[config.mk]
export PLATFORM = sky130hd
export DESIGN_NAME = sdram_host_adapter
export DESIGN_NICKNAME = d
export VERILOG_FILES = /design/src/rtl/sha_pkg.sv /design/src/rtl/sha_lanes.sv /design/src/rtl/sha_ctrl.sv /design/src/rtl/sdram_host_adapter.sv
export SDC_FILE = /design/constraint.sdc
export NUM_CORES = 1
export LEC_CHECK = 0
export ABC_CLOCK_PERIOD_IN_PS = 1800
export BUFFER_PORTS_ARGS = -buffer_cell sky130_fd_sc_hd__buf_2
export CORE_AREA = 3 3 90 92
export CTS_CLUSTER_SIZE = 28
export DETAILED_ROUTE_END_ITERATION = 7
export DIE_AREA = 0 0 93 95
export PLACE_DENSITY = 0.82
export SYNTH_ARGS = -nofsm -noshare
export SYNTH_HDL_FRONTEND = slang
export SYNTH_SLANG_ARGS = --single-unit
[constraint.sdc]
create_clock -name clk -period 1.8 [get_ports clk]
set_input_delay 0.36 -clock clk [delete_from_list [all_inputs] [get_ports clk]]
set_output_delay 0.36 -clock clk [all_outputs]
set_load 0.1 [all_outputs]
[src/rtl/sha_pkg.sv]
package sha_pkg;
    typedef enum logic [1:0] {
        SZ_WORD = 2'd0,
        SZ_BYTE = 2'd1,
        SZ_HALF = 2'd2,
        SZ_SPARE = 2'd3
    } xfer_size_e;

    typedef enum logic [2:0] {
        ST_IDLE     = 3'd0,
        ST_RD_WAIT  = 3'd1,
        ST_WR_WAIT  = 3'd2,
        ST_CFG_WAIT = 3'd3,
        ST_DONE     = 3'd4
    } ctrl_state_e;
endpackage

[src/rtl/sha_lanes.sv]
module sha_lanes #(
    parameter int LANES     = 4,
    parameter bit ALIGN_LOW = 1'b1,
    localparam int SEL_W    = $clog2(LANES),
    localparam int DW       = LANES * 8
) (
    input  logic [1:0]       size,
    input  logic [SEL_W-1:0] lane,
    input  logic [DW-1:0]    wdata_in,
    input  logic [DW-1:0]    rdata_raw,
    output logic [LANES-1:0] mask,
    output logic [DW-1:0]    wdata_out,
    output logic [DW-1:0]    rdata_aligned
);
    import sha_pkg::*;

    logic is_byte, is_half, is_word;
    logic [7:0] rbyte [LANES];
    logic [SEL_W-1:0] half_base;

    assign is_byte   = (size == SZ_BYTE);
    assign is_half   = (size == SZ_HALF);
    assign is_word   = !is_byte && !is_half;
    assign half_base = {lane[SEL_W-1:1], 1'b0};

    for (genvar i = 0; i < LANES; i++) begin : g_lane
        logic open_lane;
        assign rbyte[i]   = rdata_raw[8*i +: 8];
        assign open_lane  = is_word
                          || (is_byte && lane == SEL_W'(i))
                          || (is_half && lane[SEL_W-1:1] == (SEL_W-1)'(i / 2));
        assign mask[i]    = !open_lane;

        if (ALIGN_LOW) begin : g_align
            assign wdata_out[8*i +: 8] = is_byte ? wdata_in[7:0] :
                                         is_half ? wdata_in[8*(i%2) +: 8] :
                                                   wdata_in[8*i +: 8];
            if (i == 0) begin : g_l0
                assign rdata_aligned[7:0] = is_byte ? rbyte[lane] :
                                            is_half ? rbyte[half_base] :
                                                      rbyte[0];
            end else if (i == 1) begin : g_l1
                assign rdata_aligned[15:8] = is_half ? rbyte[half_base + SEL_W'(1)] :
                                             is_word ? rbyte[1] : 8'h00;
            end else begin : g_lhi
                assign rdata_aligned[8*i +: 8] = is_word ? rbyte[i] : 8'h00;
            end
        end else begin : g_raw
            assign wdata_out[8*i +: 8]     = wdata_in[8*i +: 8];
            assign rdata_aligned[8*i +: 8] = rbyte[i];
        end
    end
endmodule

[src/rtl/sha_ctrl.sv]
module sha_ctrl (
    input  logic clk,
    input  logic rst_n,
    input  logic go_rd,
    input  logic go_wr,
    input  logic go_cfg,
    input  logic rd_ack,
    input  logic wr_ack,
    input  logic cfg_ack,
    output logic rd_req,
    output logic wr_req,
    output logic cfg_req,
    output logic in_idle,
    output logic in_done,
    output logic capture
);
    import sha_pkg::*;

    ctrl_state_e state, state_nx;

    always_ff @(posedge clk or negedge rst_n) begin
        if (!rst_n) state <= ST_IDLE;
        else        state <= state_nx;
    end

    always_comb begin
        state_nx = state;
        rd_req   = 1'b0;
        wr_req   = 1'b0;
        cfg_req  = 1'b0;
        in_idle  = 1'b0;
        in_done  = 1'b0;
        capture  = 1'b0;
        unique case (state)
            ST_IDLE: begin
                in_idle = 1'b1;
                if (go_cfg)     state_nx = ST_CFG_WAIT;
                else if (go_wr) state_nx = ST_WR_WAIT;
                else if (go_rd) state_nx = ST_RD_WAIT;
            end
            ST_RD_WAIT: begin
                rd_req = 1'b1;
                if (rd_ack) begin
                    capture  = 1'b1;
                    state_nx = ST_DONE;
                end
            end
            ST_WR_WAIT: begin
                wr_req = 1'b1;
                if (wr_ack) state_nx = ST_DONE;
            end
            ST_CFG_WAIT: begin
                cfg_req = 1'b1;
                if (cfg_ack) state_nx = ST_DONE;
            end
            ST_DONE: begin
                in_done  = 1'b1;
                state_nx = ST_IDLE;
            end
            default: state_nx = ST_IDLE;
        endcase
    end
endmodule

[src/rtl/sdram_host_adapter.sv]
module sdram_host_adapter #(
    parameter int ADDR_W    = 23,
    parameter int DATA_W    = 32,
    parameter int ROW_W     = 11,
    parameter int BANK_W    = 2,
    parameter int CFG_W     = 11,
    parameter bit ALIGN_LOW = 1'b1,
    localparam int LANES    = DATA_W / 8,
    localparam int SEL_W    = $clog2(LANES),
    localparam int COL_W    = ADDR_W - ROW_W - BANK_W - SEL_W
) (
    input  logic              clk,
    input  logic              rst_n,
    input  logic              host_sel_n,
    input  logic              host_rd_n,
    input  logic              host_wr_n,
    input  logic              host_modeset_n,
    input  logic [ADDR_W-1:0] host_addr,
    input  logic [1:0]        host_size,
    input  logic [DATA_W-1:0] host_wdata,
    output logic [DATA_W-1:0] host_rdata,
    output logic              host_wait_n,
    output logic              seq_rd_req,
    output logic              seq_wr_req,
    output logic              seq_cfg_req,
    output logic [BANK_W-1:0] seq_bank,
    output logic [ROW_W-1:0]  seq_row,
    output logic [COL_W-1:0]  seq_col,
    output logic [LANES-1:0]  seq_lane_mask,
    output logic [DATA_W-1:0] seq_wdata,
    output logic [CFG_W-1:0]  seq_cfg_word,
    input  logic              seq_rd_ack,
    input  logic              seq_wr_ack,
    input  logic              seq_cfg_ack,
    input  logic [DATA_W-1:0] seq_rdata,
    input  logic              seq_refresh
);
    logic access, start_ok, is_write;
    logic go_rd, go_wr, go_cfg;
    logic in_idle, in_done, capture;
    logic [DATA_W-1:0] rd_aligned, rd_hold;

    assign access   = !host_sel_n && (!host_rd_n || !host_wr_n);
    assign start_ok = access && !seq_refresh;
    assign is_write = !host_wr_n;
    assign go_cfg   = start_ok && is_write && !host_modeset_n;
    assign go_wr    = start_ok && is_write && host_modeset_n;
    assign go_rd    = start_ok && !is_write;

    assign seq_bank     = host_addr[ADDR_W-1 -: BANK_W];
    assign seq_row      = host_addr[SEL_W+COL_W +: ROW_W];
    assign seq_col      = host_addr[SEL_W +: COL_W];
    assign seq_cfg_word = host_wdata[CFG_W-1:0];

    sha_lanes #(.LANES(LANES), .ALIGN_LOW(ALIGN_LOW)) u_lanes (
        .size          (host_size),
        .lane          (host_addr[SEL_W-1:0]),
        .wdata_in      (host_wdata),
        .rdata_raw     (seq_rdata),
        .mask          (seq_lane_mask),
        .wdata_out     (seq_wdata),
        .rdata_aligned (rd_aligned)
    );

    sha_ctrl u_ctrl (
        .clk     (clk),
        .rst_n   (rst_n),
        .go_rd   (go_rd),
        .go_wr   (go_wr),
        .go_cfg  (go_cfg),
        .rd_ack  (seq_rd_ack),
        .wr_ack  (seq_wr_ack),
        .cfg_ack (seq_cfg_ack),
        .rd_req  (seq_rd_req),
        .wr_req  (seq_wr_req),
        .cfg_req (seq_cfg_req),
        .in_idle (in_idle),
        .in_done (in_done),
        .capture (capture)
    );

    always_ff @(posedge clk or negedge rst_n) begin
        if (!rst_n)       rd_hold <= '0;
        else if (capture) rd_hold <= rd_aligned;
    end

    assign host_rdata  = rd_hold;
    assign host_wait_n = in_done ||
                         !((in_idle && access) || seq_refresh ||
                           seq_rd_req || seq_wr_req || seq_cfg_req);
endmodule

==> reports/results.txt, run 1 <==
vias per inst: 5.19
clock skew: 0.00297 ns
Slew @ Worst Pin: 0.518 ns
Period Utilization, post-route: 99.1%
DR pass1 iterations: 4
Worst EP required: 1.44 ns
Tmin final: 1.78 ns
Final Hold Viols: 0
most common cell after layout, fill and taps aside: buf_2
Post-Route WL: 9.35 mm
Die W: 93 um
Syn Inst Count: 321
FFs w/ async S/R, synth: 100%
H-tree depth: 2
Max Freq: 0.561 GHz
PD cells: 1570 nW/um^2
core footprint: 7290 sq um
first-pass GRT wire length: 13.8 mm
flops & latches, synth: 35
post-route ant nets: 0
Vias: 2826
number of global-route vias before repair: 2714
drt initial violations: 171
sequential-to-total area share from yosys stat: 32.7%
Starting Density: 36.7%
status: complete, no violations
pin count of the biggest net entering global routing: 65
# IOs: 203
Post-synth EDFFs: 0
Unique masters post-synth: 28
primary flip-flop cell chosen by synthesis mapping: dfrtp_1
CTS sink count: 35
maximum clock path buffer count: 2
# DRC: 0
CTS buffer count: 5
DIE AREA: 8840 sq um
min-delay worst type: in -> async
commonest cells after routing, fill and taps aside: buf_2 (126), nand2_1 (54), buf_12 (35), dfrtp_1 (33), o21ai_0 (24)
clock latency on the worst-skew pair: 0.28 ns
initial antenna violation count: 0
Pleak: 2.14 nW
Synth Warn #: 0
average wire per standard cell: 17.2 um
IO buf count: 160
WHS: 0.104 ns
HPWL after DPL: 7.27 mm
Root Buffer: clkbuf_8
Worst Setup End Kind: primary output
Max VDD drop: 0.917 mV
fraction of layout cells with a size suffix above 1: 58.2%
CP Class: in -> out
Layout Utilization: 59.8%
Routability Congestion: 0.765
Slew Viols, Final: 0
Overall Global Routing Usage: 19.8%
Post-Syn Nets: 422
CP max FO: 11
CTS tree: done
max-cap violations: 0
row cnt: 31
Critical Path AT: 1.42 ns
fillcell total: 626
Area growth, synth to finish: 63.1%
remaining global-route overflow: 0
NumNets Final: 545
Worst slew margin: 65.7%
clock transition at the registers of the reported paths: 0.07 ns
Setup violations, final: 0
ANT cells: 0
Mapped Area: 2680 sq um
Die Y: 95 um
mean post-synth cell area: 8.33 sq um
RSZ-0062 raised after global routing: true
CP startpoint kind: primary input
## cell families (layout without fill, tap and decap cells)
group | count (synthesis) | in the layout | synth area share, %
muxes | 34 | 34 | 13.8
DFF | 35 | 35 | 32.7
buffers and inverters | 77 | 201 | 18.5
adders and majority gates | 2 | 2 | 0.935
AOI/OAI and AO/OA | 82 | 82 | 17.8
and+or+nand+nor | 91 | 91 | 16.1
## power by group
| group | total [W] | leakage, nW | switching [W] | internal, W |
|---|---|---|---|---|
| clock network | 0.000545 | 0.0422 | 0.000274 | 0.000271 |
| registers | 0.00136 | 0.451 | 0.000228 | 0.00114 |
| logic | 0.00496 | 1.64 | 0.00397 | 0.000996 |
## cell type report
class	count	area (sq um)	share of cell area (%)
Timing Repair Buffer	181	1510	34.6
Tap cell	99	124	2.84
Inverter	12	55.1	1.26
Clock buffer	7	76.3	1.75
Multi-Input combinational cell	209	1720	39.3
Clock inverter	1	5.00	0.115
Sequential cell	35	878	20.1
## metal layers
layer | global-route usage, % | up-vias | wire length (um) | part of all wire, %
li1 | - | 1317 | - | -
met1 | 24.1 | 1356 | 3270 | 35
met2 | 34.1 | 130 | 5050 | 54
met3 | 4.38 | 23 | 784 | 8.4
met4 | 8.06 | 0 | 245 | 2.6
met5 | 0 | - | 0 | 0
## state kept, by name (all words and copies together) (netlist names)
name / flops
host_rdata: 32
u_ctrl.state: 3
## cells in the mapped netlist, types with 2 or more instances
cell type | instances | share of area [%]
nand2b_1 | 3 | 0.70
buf_4 | 41 | 12
inv_1 | 12 | 1.7
a211oi_1 | 8 | 2.2
o22ai_1 | 8 | 1.9
and3b_1 | 9 | 2.9
dfrtp_1 | 35 | 33
a21oi_1 | 12 | 2.2
buf_6 | 5 | 2.1
ha_1 | 2 | 0.94
mux2i_1 | 10 | 3.7
o31ai_1 | 8 | 2.2
buf_2 | 11 | 2.1
o21ai_0 | 41 | 7.7
nand2_1 | 60 | 8.4
clkbuf_1 | 7 | 0.98
and3_1 | 8 | 1.9
nor2_1 | 7 | 0.98
nor3b_1 | 2 | 0.56
mux2_2 | 24 | 10
## through the flow
stage | area (sq um) | setup TNS (ns) | setup slack (ns) | total power, W | std cells
2_1_floorplan | 3060 | -1.04 | -0.214 | 0.00548 | 321
3_3_place_gp | 4120 | -1.07 | -0.148 | 0.00619 | 533
3_5_place_dp | 4120 | -1.82 | -0.171 | 0.00628 | 533
4_1_cts | 4270 | 0 | 0.000921 | 0.00684 | 541
5_1_grt | 4360 | -0.0398 | -0.00911 | 0.00712 | 544
6_report | 4360 | 0 | 0.0163 | 0.00687 | 544
## path summary, 6_finish.rpt
path / start / to / slack (ns) / depth (start not counted)
worst max-delay path: host_size[0] / seq_wdata[26] / 0.02 / 7
worst min-delay path: rst_n / host_rdata[22] / 0.10 / 2
worst max register to register: u_ctrl.state[2] / host_rdata[19] / 0.26 / 3
worst min register to register: host_rdata[0] / host_rdata[0] / 0.48 / 2
max in group asynchronous: rst_n / u_ctrl.state[1] / 1.37 / 2
min in group clk: seq_rdata[31] / host_rdata[31] / 0.33 / 3
## critical path: stages
cell and delay (ns):
buf_12 0.11, inv_8 0.04, ha_4 0.15, buf_8 0.20
mux2i_2 0.30, o21ai_4 0.09, buf_12 0.17
## repair_timing
item | in CTS | in global routing
pin swaps | 2 | 1
hold endpoints to repair | 0 | 0
cloned | 0 | 0
gates resized for setup | 20 | 18
setup endpoints to repair | 27 | 21
hold buffers | 0 | 0
buffers inserted | 1 | 3
Note: power is estimated with default switching activity, not from simulation.
==> run 2: changes to the inputs <==
--- a/config.mk
+++ b/config.mk
@@ -7,11 +7,11 @@
 export LEC_CHECK = 0
 export ABC_CLOCK_PERIOD_IN_PS = 1800
 export BUFFER_PORTS_ARGS = -buffer_cell sky130_fd_sc_hd__buf_2
-export CORE_AREA = 3 3 90 92
+export CORE_AREA = 3 3 114 72
 export CTS_CLUSTER_SIZE = 28
 export DETAILED_ROUTE_END_ITERATION = 7
-export DIE_AREA = 0 0 93 95
-export PLACE_DENSITY = 0.82
+export DIE_AREA = 0 0 117 75
+export PLACE_DENSITY = 0.83
 export SYNTH_ARGS = -nofsm -noshare
 export SYNTH_HDL_FRONTEND = slang
 export SYNTH_SLANG_ARGS = --single-unit
==> run 2 against run 1 <==
Register-to-register slack improved by 0.10 ns. Highest routed layer unchanged. Die area fell by 0.68%. Via count shrank 4.7%. Critical endpoint is now seq_wdata[22]. First-iteration DRC count shrank 38%. Fmax up 0.20%. Design area shrank 0.43%. Count of clock-buffer cells in the layout shrank 2. Worst setup slack improved by 0.0036 ns. Clock skew is 0.0014 ns higher. Clock power up 51%.
==> reports/results.txt, run 2 (synthesis gave the netlist of run 1 again) <==
status: complete, no violations
Post-Route WL: 9.02 mm
PD cells: 1630 nW/um^2
row cnt: 24
worst slack, placed: -0.168 ns
Period Utilization, post-route: 98.9%
met3 routed wirelength: 694 um
HPWL after DPL: 7.27 mm
Area growth, synth to finish: 62.4%
# IOs: 203
Clock power frac: 11.6%
H-tree depth: 2
fillcell total: 629
ANT cells: 0
Vias: 2693
Starting Density: 37.1%
Max VDD drop: 1.41 mV
Worst Setup End Kind: primary output
Worst R2R Path Depth: 3
first-pass GRT wire length: 13.7 mm
worst reg-to-reg setup slack: 0.36 ns
Slew Viols, Final: 0
WL met1: 3.94 mm
NumNets Final: 544
maximum clock path buffer count: 2
Critical Path AT: 1.42 ns
multi-input logic area: 1670 sq um
Layout Utilization: 60.3%
core footprint: 7210 sq um
reg-to-reg endpoint: host_rdata[7]
Slew @ Worst Pin: 0.513 ns
Largest register FFs: 32
CTS tree: done
clock transition at the registers of the reported paths: 0.06 ns
Int Pwr: 0.00262 W
Root Buffer: clkbuf_16
CP Class: in -> out
DIE AREA: 8780 sq um
max-cap violations: 0
drt initial violations: 106
average wire per standard cell: 16.9 um
Sw Ratio: 63.1%
min-delay worst type: in -> async
Worst slew margin: 66.1%
post-route ant nets: 0
slowest CP cell: mux2_4
Setup violations, final: 0
remaining global-route overflow: 0
register area: 878 sq um
top sig layer: met4
Max Freq: 0.562 GHz
final worst slack: 0.0199 ns
most common cell after layout, fill and taps aside: buf_2
met2 WL post-DR: 4.30 mm
CP startpoint kind: primary input
crit path cell chain: buf_8, inv_4, ha_4, nor2_4, buf_4, mux2_4, buf_12
fraction of layout cells with a size suffix above 1: 56.3%
CTS buffer count: 5
Die Y: 75 um
commonest cells after routing, fill and taps aside: buf_2 (126), nand2_1 (58), buf_12 (34), dfrtp_1 (33), o21ai_0 (24)
Pleak: 2.16 nW
Overall Global Routing Usage: 20.2%
Sw Pwr: 0.00448 W
IO buf count: 160
DR pass1 iterations: 4
# DRC: 0
Worst EP required: 1.44 ns
RSZ-0062 raised after global routing: true
CP max FO: 4
critical path's largest stage delay: 0.32 ns
Logic pwr share: 69.2%
Final Hold Viols: 0
number of global-route vias before repair: 2679
vias per inst: 5.03
Routability Congestion: 0.835
pin count of the biggest net entering global routing: 65
Area after DPL: 4110 sq um
Tmin final: 1.78 ns
CTS sink count: 35
clock latency on the worst-skew pair: 0.28 ns
WHS: 0.108 ns
Reg-to-Reg Start: u_ctrl.state[2]
Die W: 117 um
initial antenna violation count: 0
clock skew: 0.00436 ns
final instance area: 4340 sq um
sequential share of power: 19.2%
run 2: cell types whose count changed in the layout (fill, tap and decap cells not counted), moves of 2 or more:
cell | previous run | this run
clkbuf_16 | 0 | 5
mux2i_2 | 4 | 1
mux2i_1 | 2 | 7
mux2i_4 | 4 | 2
nand2_2 | 6 | 2
nand2_1 | 54 | 58
clkinv_2 | 1 | 3
nor2_2 | 2 | 0
clkbuf_1 | 2 | 0
clkbuf_8 | 5 | 0
run 2: cell type report:
cell class | count | area share [%]
timing repair buffer | 180 | 34.2
multi-input combinational | 209 | 38.5
sequential | 35 | 20.2
tap | 91 | 2.62
inverter | 12 | 1.27
clock inverter | 3 | 0.346
clock buffer | 5 | 2.88
run 2: worst max path at each step:
stage / cells after the start / endpoint / start / slack, ns
after CTS: 7 / seq_wdata[29] / host_size[0] / 0.002
after global placement: 7 / seq_wdata[23] / host_size[0] / -0.12
after detailed placement: 7 / seq_wdata[23] / host_size[0] / -0.17
after global routing: 7 / seq_wdata[22] / host_size[1] / -0.02
final: 7 / seq_wdata[22] / host_size[1] / 0.02
after floorplan: 8 / seq_lane_mask[1] / host_size[0] / -0.21
run 2: per-stage QoR:
step,total power (W),setup TNS [ns],instances
2_1_floorplan,0.00548,-1.04,321
3_3_place_gp,0.00620,-0.655,526
3_5_place_dp,0.00627,-1.09,526
4_1_cts,0.00712,0,535
5_1_grt,0.00739,-0.0660,535
6_report,0.00710,0,535
run 2: worst max-delay path: cells and delay by family:
kind	cells	cell delay [ns]
adders and majority gates	1	0.16
and+or+nand+nor	1	0.13
muxes	1	0.32
buffers and inverters	4	0.45
run 2: power by group through the flow:
stage,registers (W),clock network (W),logic (W)
finish,0.00136,0.000822,0.00491
global route,0.00141,0.000883,0.00509
CTS,0.00136,0.000843,0.00492
detailed placement,0.00136,0,0.00490
global placement,0.00135,0,0.00485
floorplan,0.00375,0,0.00173
run 2: metal layers:
layer | up-vias | GRT usage, %
li1 | 1314 | -
met5 | - | 0
met4 | 0 | 4.71
met1 | 1278 | 28.2
met2 | 92 | 30.4
met3 | 9 | 6.75
run 2: repair_timing:
item | 4_1_cts | 5_1_grt
pin swaps | 1 | 2
hold buffers | 0 | 0
gates cloned | 1 | 0
endpoints found under the setup margin | 23 | 17
resized for setup | 13 | 11
setup buffers | 1 | 0
